--- config.mk ---
export PLATFORM = sky130hd
export DESIGN_NAME = jtag_tap_ctrl
export DESIGN_NICKNAME = d
export VERILOG_FILES = /design/src/rtl/jtag_tap_pkg.sv /design/src/rtl/tap_fsm.sv /design/src/rtl/tap_ir.sv /design/src/rtl/tap_dr.sv /design/src/rtl/jtag_tap_ctrl.sv
export SDC_FILE = /design/constraint.sdc
export NUM_CORES = 1
export LEC_CHECK = 0
export ABC_AREA = 1
export BUFFER_PORTS_ARGS = -buffer_cell sky130_fd_sc_hd__buf_2
export CORE_MARGIN = 2
export CORE_UTILIZATION = 40
export CTS_CLUSTER_DIAMETER = 120
export DETAILED_ROUTE_END_ITERATION = 7
export GPL_TIMING_DRIVEN = 0
export PLACE_DENSITY = 0.65
export SYNTH_ARGS = -nofsm -noshare
export SYNTH_HDL_FRONTEND = slang
export SYNTH_HIERARCHICAL = 1
export SYNTH_SLANG_ARGS = --single-unit
--- constraint.sdc ---
create_clock -name tck_i -period 2 [get_ports tck_i]
set_input_delay 0.2 -clock tck_i [delete_from_list [all_inputs] [get_ports tck_i]]
set_output_delay 0.2 -clock tck_i [all_outputs]
set_load 0.01 [all_outputs]
--- src/rtl/jtag_tap_pkg.sv ---
package jtag_tap_pkg;

    localparam int IR_W = 4;

    typedef enum logic [3:0] {
        TS_RESET, TS_IDLE,
        TS_SEL_DR, TS_CAP_DR, TS_SH_DR, TS_EX1_DR, TS_PAU_DR, TS_EX2_DR, TS_UPD_DR,
        TS_SEL_IR, TS_CAP_IR, TS_SH_IR, TS_EX1_IR, TS_PAU_IR, TS_EX2_IR, TS_UPD_IR
    } tap_state_e;

    typedef enum logic [1:0] {
        DSEL_BYP,
        DSEL_ID,
        DSEL_BSR
    } dr_sel_e;

    localparam logic [IR_W-1:0] OP_EXTEST  = 4'b0000;
    localparam logic [IR_W-1:0] OP_SAMPLE  = 4'b0010;
    localparam logic [IR_W-1:0] OP_IDCODE  = 4'b0011;
    localparam logic [IR_W-1:0] OP_INTEST  = 4'b0100;
    localparam logic [IR_W-1:0] OP_BYPASS  = {IR_W{1'b1}};
    localparam logic [IR_W-1:0] IR_CAPTURE = 4'b0001;

    function automatic tap_state_e tap_next(tap_state_e s, logic tms);
        tap_state_e n;
        case (s)
            TS_RESET:  n = tms ? TS_RESET  : TS_IDLE;
            TS_IDLE:   n = tms ? TS_SEL_DR : TS_IDLE;
            TS_SEL_DR: n = tms ? TS_SEL_IR : TS_CAP_DR;
            TS_CAP_DR: n = tms ? TS_EX1_DR : TS_SH_DR;
            TS_SH_DR:  n = tms ? TS_EX1_DR : TS_SH_DR;
            TS_EX1_DR: n = tms ? TS_UPD_DR : TS_PAU_DR;
            TS_PAU_DR: n = tms ? TS_EX2_DR : TS_PAU_DR;
            TS_EX2_DR: n = tms ? TS_UPD_DR : TS_SH_DR;
            TS_UPD_DR: n = tms ? TS_SEL_DR : TS_IDLE;
            TS_SEL_IR: n = tms ? TS_RESET  : TS_CAP_IR;
            TS_CAP_IR: n = tms ? TS_EX1_IR : TS_SH_IR;
            TS_SH_IR:  n = tms ? TS_EX1_IR : TS_SH_IR;
            TS_EX1_IR: n = tms ? TS_UPD_IR : TS_PAU_IR;
            TS_PAU_IR: n = tms ? TS_EX2_IR : TS_PAU_IR;
            TS_EX2_IR: n = tms ? TS_UPD_IR : TS_SH_IR;
            TS_UPD_IR: n = tms ? TS_SEL_DR : TS_IDLE;
            default:   n = TS_RESET;
        endcase
        return n;
    endfunction

endpackage

--- src/rtl/tap_fsm.sv ---
module tap_fsm
    import jtag_tap_pkg::*;
(
    input  logic       tck_i,
    input  logic       trst_ni,
    input  logic       tms_i,
    output tap_state_e state_o
);

    typedef struct packed {
        tap_state_e st;
    } fsm_t;

    fsm_t s_d, s_q;

    always_comb begin
        s_d    = s_q;
        s_d.st = tap_next(s_q.st, tms_i);
    end

    always_ff @(posedge tck_i or negedge trst_ni) begin
        if (!trst_ni) s_q <= '{st: TS_RESET};
        else          s_q <= s_d;
    end

    assign state_o = s_q.st;

    // Run length of TMS-high edges, saturating at five (checker state only).
    logic [2:0] ones_q;
    always_ff @(posedge tck_i or negedge trst_ni) begin
        if (!trst_ni)          ones_q <= 3'd0;
        else if (!tms_i)       ones_q <= 3'd0;
        else if (ones_q < 3'd5) ones_q <= ones_q + 3'd1;
    end


    tlr_hold_chk: assert property (@(posedge tck_i) disable iff (!trst_ni)
        (s_q.st == TS_RESET && tms_i) |=> s_q.st == TS_RESET);


    five_ones_reset_chk: assert property (@(posedge tck_i) disable iff (!trst_ni)
        (ones_q == 3'd5) |-> s_q.st == TS_RESET);

endmodule

--- src/rtl/tap_ir.sv ---
module tap_ir
    import jtag_tap_pkg::*;
(
    input  logic       tck_i,
    input  logic       trst_ni,
    input  logic       tdi_i,
    input  tap_state_e state_i,
    output logic       ir_so_o,
    output dr_sel_e    sel_o,
    output logic       mode_o
);

    typedef struct packed {
        logic [IR_W-1:0] sr;
        logic [IR_W-1:0] act;
    } ir_t;

    ir_t r_d, r_q;

    always_comb begin
        r_d = r_q;
        case (state_i)
            TS_RESET:  r_d.act = OP_IDCODE;
            TS_CAP_IR: r_d.sr  = IR_CAPTURE;
            TS_SH_IR:  r_d.sr  = {tdi_i, r_q.sr[IR_W-1:1]};
            TS_UPD_IR: r_d.act = r_q.sr;
            default: ;
        endcase
    end

    always_ff @(posedge tck_i or negedge trst_ni) begin
        if (!trst_ni) r_q <= '{sr: IR_CAPTURE, act: OP_IDCODE};
        else          r_q <= r_d;
    end

    always_comb begin
        case (r_q.act)
            OP_EXTEST, OP_SAMPLE, OP_INTEST: sel_o = DSEL_BSR;
            OP_IDCODE:                       sel_o = DSEL_ID;
            default:                         sel_o = DSEL_BYP;
        endcase
    end

    assign mode_o  = (r_q.act == OP_EXTEST) || (r_q.act == OP_INTEST);
    assign ir_so_o = r_q.sr[0];


    ir_capture_chk: assert property (@(posedge tck_i) disable iff (!trst_ni)
        (state_i == TS_CAP_IR) |=> r_q.sr == IR_CAPTURE);


    ir_hold_chk: assert property (@(posedge tck_i) disable iff (!trst_ni)
        (state_i != TS_UPD_IR && state_i != TS_RESET) |=> $stable(r_q.act));

endmodule

--- src/rtl/tap_dr.sv ---
module tap_dr
    import jtag_tap_pkg::*;
#(
    parameter int              ID_W   = 32,
    parameter logic [ID_W-1:0] ID_VAL = 32'h1357_9BDF
) (
    input  logic       tck_i,
    input  logic       trst_ni,
    input  logic       tdi_i,
    input  tap_state_e state_i,
    input  dr_sel_e    sel_i,
    input  logic       ir_so_i,
    input  logic       bsr_so_i,
    output logic       tdo_o,
    output logic       tdo_oe_o,
    output logic       bsr_capture_o,
    output logic       bsr_shift_o,
    output logic       bsr_update_o
);

    typedef struct packed {
        logic            byp;
        logic [ID_W-1:0] id;
    } rise_t;

    typedef struct packed {
        logic tdo;
        logic oe;
    } fall_t;

    rise_t r_d, r_q;
    fall_t f_d, f_q;
    logic  out_bit;
    logic  in_shift;

    always_comb begin
        r_d = r_q;
        case (state_i)
            TS_CAP_DR: begin
                r_d.byp = 1'b0;
                if (sel_i == DSEL_ID) r_d.id = ID_VAL;
            end
            TS_SH_DR: begin
                r_d.byp = tdi_i;
                if (sel_i == DSEL_ID) r_d.id = {tdi_i, r_q.id[ID_W-1:1]};
            end
            default: ;
        endcase
    end

    always_ff @(posedge tck_i or negedge trst_ni) begin
        if (!trst_ni) r_q <= '{byp: 1'b0, id: ID_VAL};
        else          r_q <= r_d;
    end

    always_comb begin
        if (state_i == TS_SH_IR) begin
            out_bit = ir_so_i;
        end else begin
            case (sel_i)
                DSEL_ID:  out_bit = r_q.id[0];
                DSEL_BSR: out_bit = bsr_so_i;
                default:  out_bit = r_q.byp;
            endcase
        end
    end

    assign in_shift = (state_i == TS_SH_IR) || (state_i == TS_SH_DR);

    always_comb begin
        f_d.tdo = out_bit;
        f_d.oe  = in_shift;
    end

    always_ff @(negedge tck_i or negedge trst_ni) begin
        if (!trst_ni) f_q <= '{tdo: 1'b0, oe: 1'b0};
        else          f_q <= f_d;
    end

    assign tdo_o         = f_q.tdo;
    assign tdo_oe_o      = f_q.oe;
    assign bsr_capture_o = (sel_i == DSEL_BSR) && (state_i == TS_CAP_DR);
    assign bsr_shift_o   = (sel_i == DSEL_BSR) && (state_i == TS_SH_DR);
    assign bsr_update_o  = (sel_i == DSEL_BSR) && (state_i == TS_UPD_DR);


    byp_capture_chk: assert property (@(posedge tck_i) disable iff (!trst_ni)
        (state_i == TS_CAP_DR) |=> r_q.byp == 1'b0);


    oe_shift_only_chk: assert property (@(posedge tck_i) disable iff (!trst_ni)
        tdo_oe_o |-> (state_i == TS_SH_IR || state_i == TS_SH_DR));

endmodule

--- src/rtl/jtag_tap_ctrl.sv ---
module jtag_tap_ctrl
    import jtag_tap_pkg::*;
#(
    parameter int              ID_W   = 32,
    parameter logic [ID_W-1:0] ID_VAL = 32'h1357_9BDF
) (
    input  logic tck_i,
    input  logic tms_i,
    input  logic tdi_i,
    input  logic trst_ni,
    output logic tdo_o,
    output logic tdo_oe_o,
    output logic mode_o,
    output logic bsr_si_o,
    input  logic bsr_so_i,
    output logic bsr_capture_o,
    output logic bsr_shift_o,
    output logic bsr_update_o
);

    tap_state_e state;
    dr_sel_e    sel;
    logic       ir_so;

    tap_fsm u_fsm (
        .tck_i   (tck_i),
        .trst_ni (trst_ni),
        .tms_i   (tms_i),
        .state_o (state)
    );

    tap_ir u_ir (
        .tck_i   (tck_i),
        .trst_ni (trst_ni),
        .tdi_i   (tdi_i),
        .state_i (state),
        .ir_so_o (ir_so),
        .sel_o   (sel),
        .mode_o  (mode_o)
    );

    tap_dr #(
        .ID_W   (ID_W),
        .ID_VAL (ID_VAL)
    ) u_dr (
        .tck_i         (tck_i),
        .trst_ni       (trst_ni),
        .tdi_i         (tdi_i),
        .state_i       (state),
        .sel_i         (sel),
        .ir_so_i       (ir_so),
        .bsr_so_i      (bsr_so_i),
        .tdo_o         (tdo_o),
        .tdo_oe_o      (tdo_oe_o),
        .bsr_capture_o (bsr_capture_o),
        .bsr_shift_o   (bsr_shift_o),
        .bsr_update_o  (bsr_update_o)
    );

    assign bsr_si_o = tdi_i;


    bsr_strobe_chk: assert property (@(posedge tck_i) disable iff (!trst_ni)
        $onehot0({bsr_capture_o, bsr_shift_o, bsr_update_o}));


    mode_hold_chk: assert property (@(posedge tck_i) disable iff (!trst_ni)
        (mode_o && state != TS_UPD_IR && state != TS_RESET) |=> mode_o);

endmodule

; Word-level counts from Yosys, hierarchy flattened
; Cells that the tools add are included.
[classes]
n_eq_ne = 22
n_mux = 21
n_reduce_logical = 15
[op_table]
columns = operator, count
row1 = 33-bit case mux with 2 select lines, 1
row2 = 32-bit 2-to-1 mux, 2
row3 = 4-bit case mux with 12 select lines, 1
row4 = "4-bit == test, second input constant", 8
row5 = "4-bit by 3-bit == test with 1-bit output, second input constant", 5
row6 = "4-bit by 2-bit == test with 1-bit output, second input constant", 4
row7 = 4-bit 2-to-1 mux, 4
row8 = 4-bit case mux with 2 select lines, 2
row9 = 4-bit logical NOT, 2
row10 = 2-bit 2-to-1 mux, 3
row11 = 3-bit 2-to-1 mux, 2
row12 = 2-bit nonzero test, 3
row13 = 3-bit OR reduction, 2
row14 = "4-bit by 1-bit == test with 1-bit output, second input constant", 1
row15 = 1-bit 2-to-1 mux, 4
row16 = "2-bit by 1-bit != test with 1-bit output, second input constant", 2
row17 = 2-bit case mux with 2 select lines, 1
row18 = 2-bit OR reduction, 2
row19 = 1-bit logical AND, 3
row20 = 3-bit AND reduction, 1
row21 = "2-bit by 1-bit == test with 1-bit output, second input constant", 1
row22 = "2-bit == test, second input constant", 1
row23 = 1-bit logical OR, 2
row24 = 1-bit case mux with 2 select lines, 1
[totals]
reg_bits = 47
input_bits = 5
wordCells = 65

; Depth between registers and ports, before layout
[logic_depth]
ltp_word = 6
ltp_mapped = 8
mapped_depth_nobuf = 8

; Cells and area by module
; The synthesis kept the hierarchy.
[by_module_without_submodules]
columns = module, instances, cells_per_inst, area_each_um2
row1 = tap_dr, 1, 218, 1722.9
row2 = tap_ir, 1, 54, 412.9
row3 = tap_fsm, 1, 61, 350.3
row4 = jtag_tap_ctrl, 1, 1, 7.5

==> impl_summary.md <==
Power and ir drop
For this design the static power due to leakage is roughly 1.5 nW. The design draws around 4.5 mW. IR analysis of the VDD net gives a maximum drop of 0.758 mV. The power density over cell area is roughly 1500 mW/mm2.

Timing
Once routing completed, OpenROAD measured the worst setup slack at -0.559 ns. The count of final setup violators is 2. The worst hold-check slack is ~0.09 ns.

The final-report max-slew violation count is 0. Setup total negative slack on the finished layout was measured at -0.566 ns. The transition time at the pin with the least slew margin is between 1 and 1.5 ns. The headroom to the max-slew limit is between 30% and 40%. Setup repair after global routing could not meet its margin everywhere. The final worst clock skew is between 0.006 and 0.007 ns. The number of hold violations in the final report is 0.

Synthesis
The register area share after synthesis is around half. The synthesized design contains 47 register bits. Yosys mapped the design onto 26 distinct sky130hd cell types. In this run the cell area of the synthesized design comes to around 0.0025 mm2. During synthesis, Yosys emitted a total of 6 warnings. The average cell area after synthesis is between 7 and 8 um2. Synthesis produced a netlist whose cell count is around 330. The number of nets in the synthesized netlist is about 340.

Cells and area
The post-layout instance area is 0.00295 mm2. Across the whole layout, storage elements account for around 0.0012 mm2. The count of non-filler cells in the finished layout is 445. Of the cells placed in the final design, the portion with a size suffix greater than 1 is around 29%. The area added between synthesis and finish is 18.4%. The number of antenna cells inserted is 0. In the final layout, the multi-input gates occupy 0.00110 mm2. In the final design database the tool counted 376 nets.

Cells fill about half of the core in the end. Counting the fill cells in the layout gives 610.

Global routing
The total congestion overflow is 0. The first global-routing pass estimated roughly 8800 um of wire. The pin count of the biggest net entering global routing is 48. The initial antenna violation count is 0. The via count of the first global-routing pass is around 1900. Global routing used between 10% and 20% of the available tracks.

Clock tree
The clock tree synthesis step divided the H-tree into 2 levels. The number of clock sinks is between 40 and 50. Clock-pin slew was measured on the worst setup and hold paths at 0.09 ns. The number of buffers created by CTS is 5.

The TritonCTS clock tree is yes. The later pin in the worst-skew pair is clocked with a latency of roughly 0.3 ns. The tree is rooted in a clkbuf_8. The clock passes through at most 2 buffers.

Critical path
In this run the register-to-register setup slack is -0.56 ns. Data on the critical path is required at its endpoint by ~1.1 ns. The top fanout value on the critical path is 6. By startpoint and endpoint, the worst setup path is classified as flip-flop to flip-flop. The worst reg2reg path endpoint is u_dr/tdo_o.

The endpoint class of the critical path is a flip-flop. The number of cells on the worst reg-to-reg path is 8. At the worst endpoint, the arrival time is 1.70 ns. STA classifies the critical path startpoint as a flip-flop. The worst register-to-register path begins at u_ir/r_q[3].

Routing
For this run, the detailed router's first-pass iteration total came to 4. In the final routed layout, each cell accounts on average for 11.7 um. The via count of the routed design is between 2000 and 2500. The wire length reported by the detailed router is 5200 um. The number of remaining DRC errors is 0. The average via count per standard cell is between 4 and 5. The number of DRC violations after detailed-routing iteration 0 is between 70 and 80. The final antenna-violating net count is 0.

Placement
After detailed placement, the total cell area comes to 0.00265 mm2. Summed over all nets, the half-perimeter wirelength after detailed placement is roughly 3400 um. The routability congestion estimate is just under 0.9. The number of instances in the placed design is 420. Before CTS, the worst setup slack after placement is -0.622 ns. The count of input and output buffers is 11.

Run
Across the run, the number of max-cap violations was 0.

Worst hold path
The worst hold path belongs to the class input pin to asynchronous set/reset pin.

Die
The core region is between 0.005 and 0.006 mm2. The initialized floorplan defines 28 standard-cell rows. The initial utilization of the core area, before any placement, comes to a little over two fifths.

The vertical extent of the die is between 80 and 90 um. Measured along the x axis, the die boundary spans 83.0 um. The I/O pin count is 12. The die covers ~0.007 mm2.

Outcome
The final reports fail on setup timing. The run finished, with violations left.
## layer usage
layer / GRT usage, % / up-vias / share of wire, %
li1: - / 1099 / -
met1: 20.9 / 1002 / 49
met2: 24.3 / 37 / 48
met3: 4.37 / 2 / 3.3
met4: 3.13 / 0 / 0.37
met5: 0 / - / 0
## sequential cells by signal (all words and copies together) (netlist names)
name / cells
u_fsm/state_o: 4
u_ir/r_q: 7
u_dr/r_q: 33
u_dr/tdo_oe_o: 1
u_dr/tdo_o: 1
u_ir/ir_so_o: 1
## repair_timing
action	CTS	global route
resized for setup	7	15
setup endpoints to repair	4	5
hold buffers	0	0
setup buffers	6	11
pin swaps	4	4
## worst max-delay path: stages (launching register included)
cell,delay (ns)
dfrtp_1,0.49
nor3_4,0.08
buf_4,0.13
buf_4,0.12
ha_2,0.21
nand2_1,0.10
nand3_2,0.08
o211ai_1,0.10
nand2_1,0.09
## how the worst max path moves through the flow
stage | slack, ns | endpoint | depth (start not counted) | start
floorplan | -0.46 | u_dr/tdo_o | 8 | u_ir/r_q[0]
global placement | -0.59 | u_dr/tdo_o | 8 | u_ir/r_q[1]
detailed placement | -0.62 | u_dr/tdo_o | 7 | u_ir/r_q[2]
CTS | -0.59 | u_dr/tdo_o | 8 | u_ir/r_q[0]
global route | -0.66 | u_dr/tdo_o | 7 | u_ir/r_q[1]
finish | -0.56 | u_dr/tdo_o | 8 | u_ir/r_q[3]
## report_power, final
| group | total, mW | internal, mW | leakage (nW) | switching (mW) |
|---|---|---|---|---|
| logic | 2.13 | 0.868 | 0.923 | 1.26 |
| clock network | 0.626 | 0.316 | 0.0515 | 0.310 |
| registers | 1.77 | 1.52 | 0.553 | 0.253 |
## cell type report
class	instances	share of cell area (%)
Tap cell	75	3.18
Clock buffer	8	3.39
Sequential cell	47	41.0
Buffer	13	3.26
Multi-Input combinational cell	233	37.2
Inverter	41	5.21
Timing Repair Buffer	28	6.74
## cells by family after synthesis
family	count (synthesis)	share of synthesized area [%]
and+or+nand+nor	222	38.6
buffers and inverters	54	9.83
AOI/OAI and AO/OA	9	2.26
DFF	47	48.3
adders and majority gates	2	1.00
## placed cells by master, fill, tap and decap left out, types with 2 or more instances in the layout
cell / count
a21oi_1: 2
buf_2: 14
buf_4: 19
buf_6: 4
clkbuf_2: 2
clkbuf_8: 7
dfrtn_1: 2
dfrtp_1: 17
dfrtp_2: 5
dfstp_2: 23
inv_1: 33
inv_2: 8
nand2_1: 130
nand2_2: 9
nand3_1: 54
nand4_1: 3
nor2_1: 16
nor2_2: 3
nor2_4: 3
o21ai_1: 2
## Yosys cell counts
master | count | share of area [%]
nand2_1 | 132 | 20
nand3_1 | 55 | 11
inv_1 | 35 | 5.3
dfstp_2 | 23 | 24
dfrtp_1 | 22 | 22
nor2_1 | 16 | 2.4
nand2_2 | 7 | 1.8
inv_2 | 6 | 0.90
buf_2 | 4 | 0.80
buf_4 | 4 | 1.2
nor2_2 | 4 | 1.0
buf_6 | 3 | 1.4
nand4_1 | 3 | 0.75
a21oi_1 | 2 | 0.40
clkbuf_1 | 2 | 0.30
dfrtn_1 | 2 | 2.0
ha_1 | 2 | 1.0
nor2_4 | 2 | 0.90
nor3_1 | 2 | 0.40
o21ai_1 | 2 | 0.40
a211oi_1 | 1 | 0.30
a21oi_2 | 1 | 0.35
nand2_4 | 1 | 0.45
o211ai_1 | 1 | 0.30
o21ai_0 | 1 | 0.20
o21bai_1 | 1 | 0.30
(Power assumes the default switching activity.)
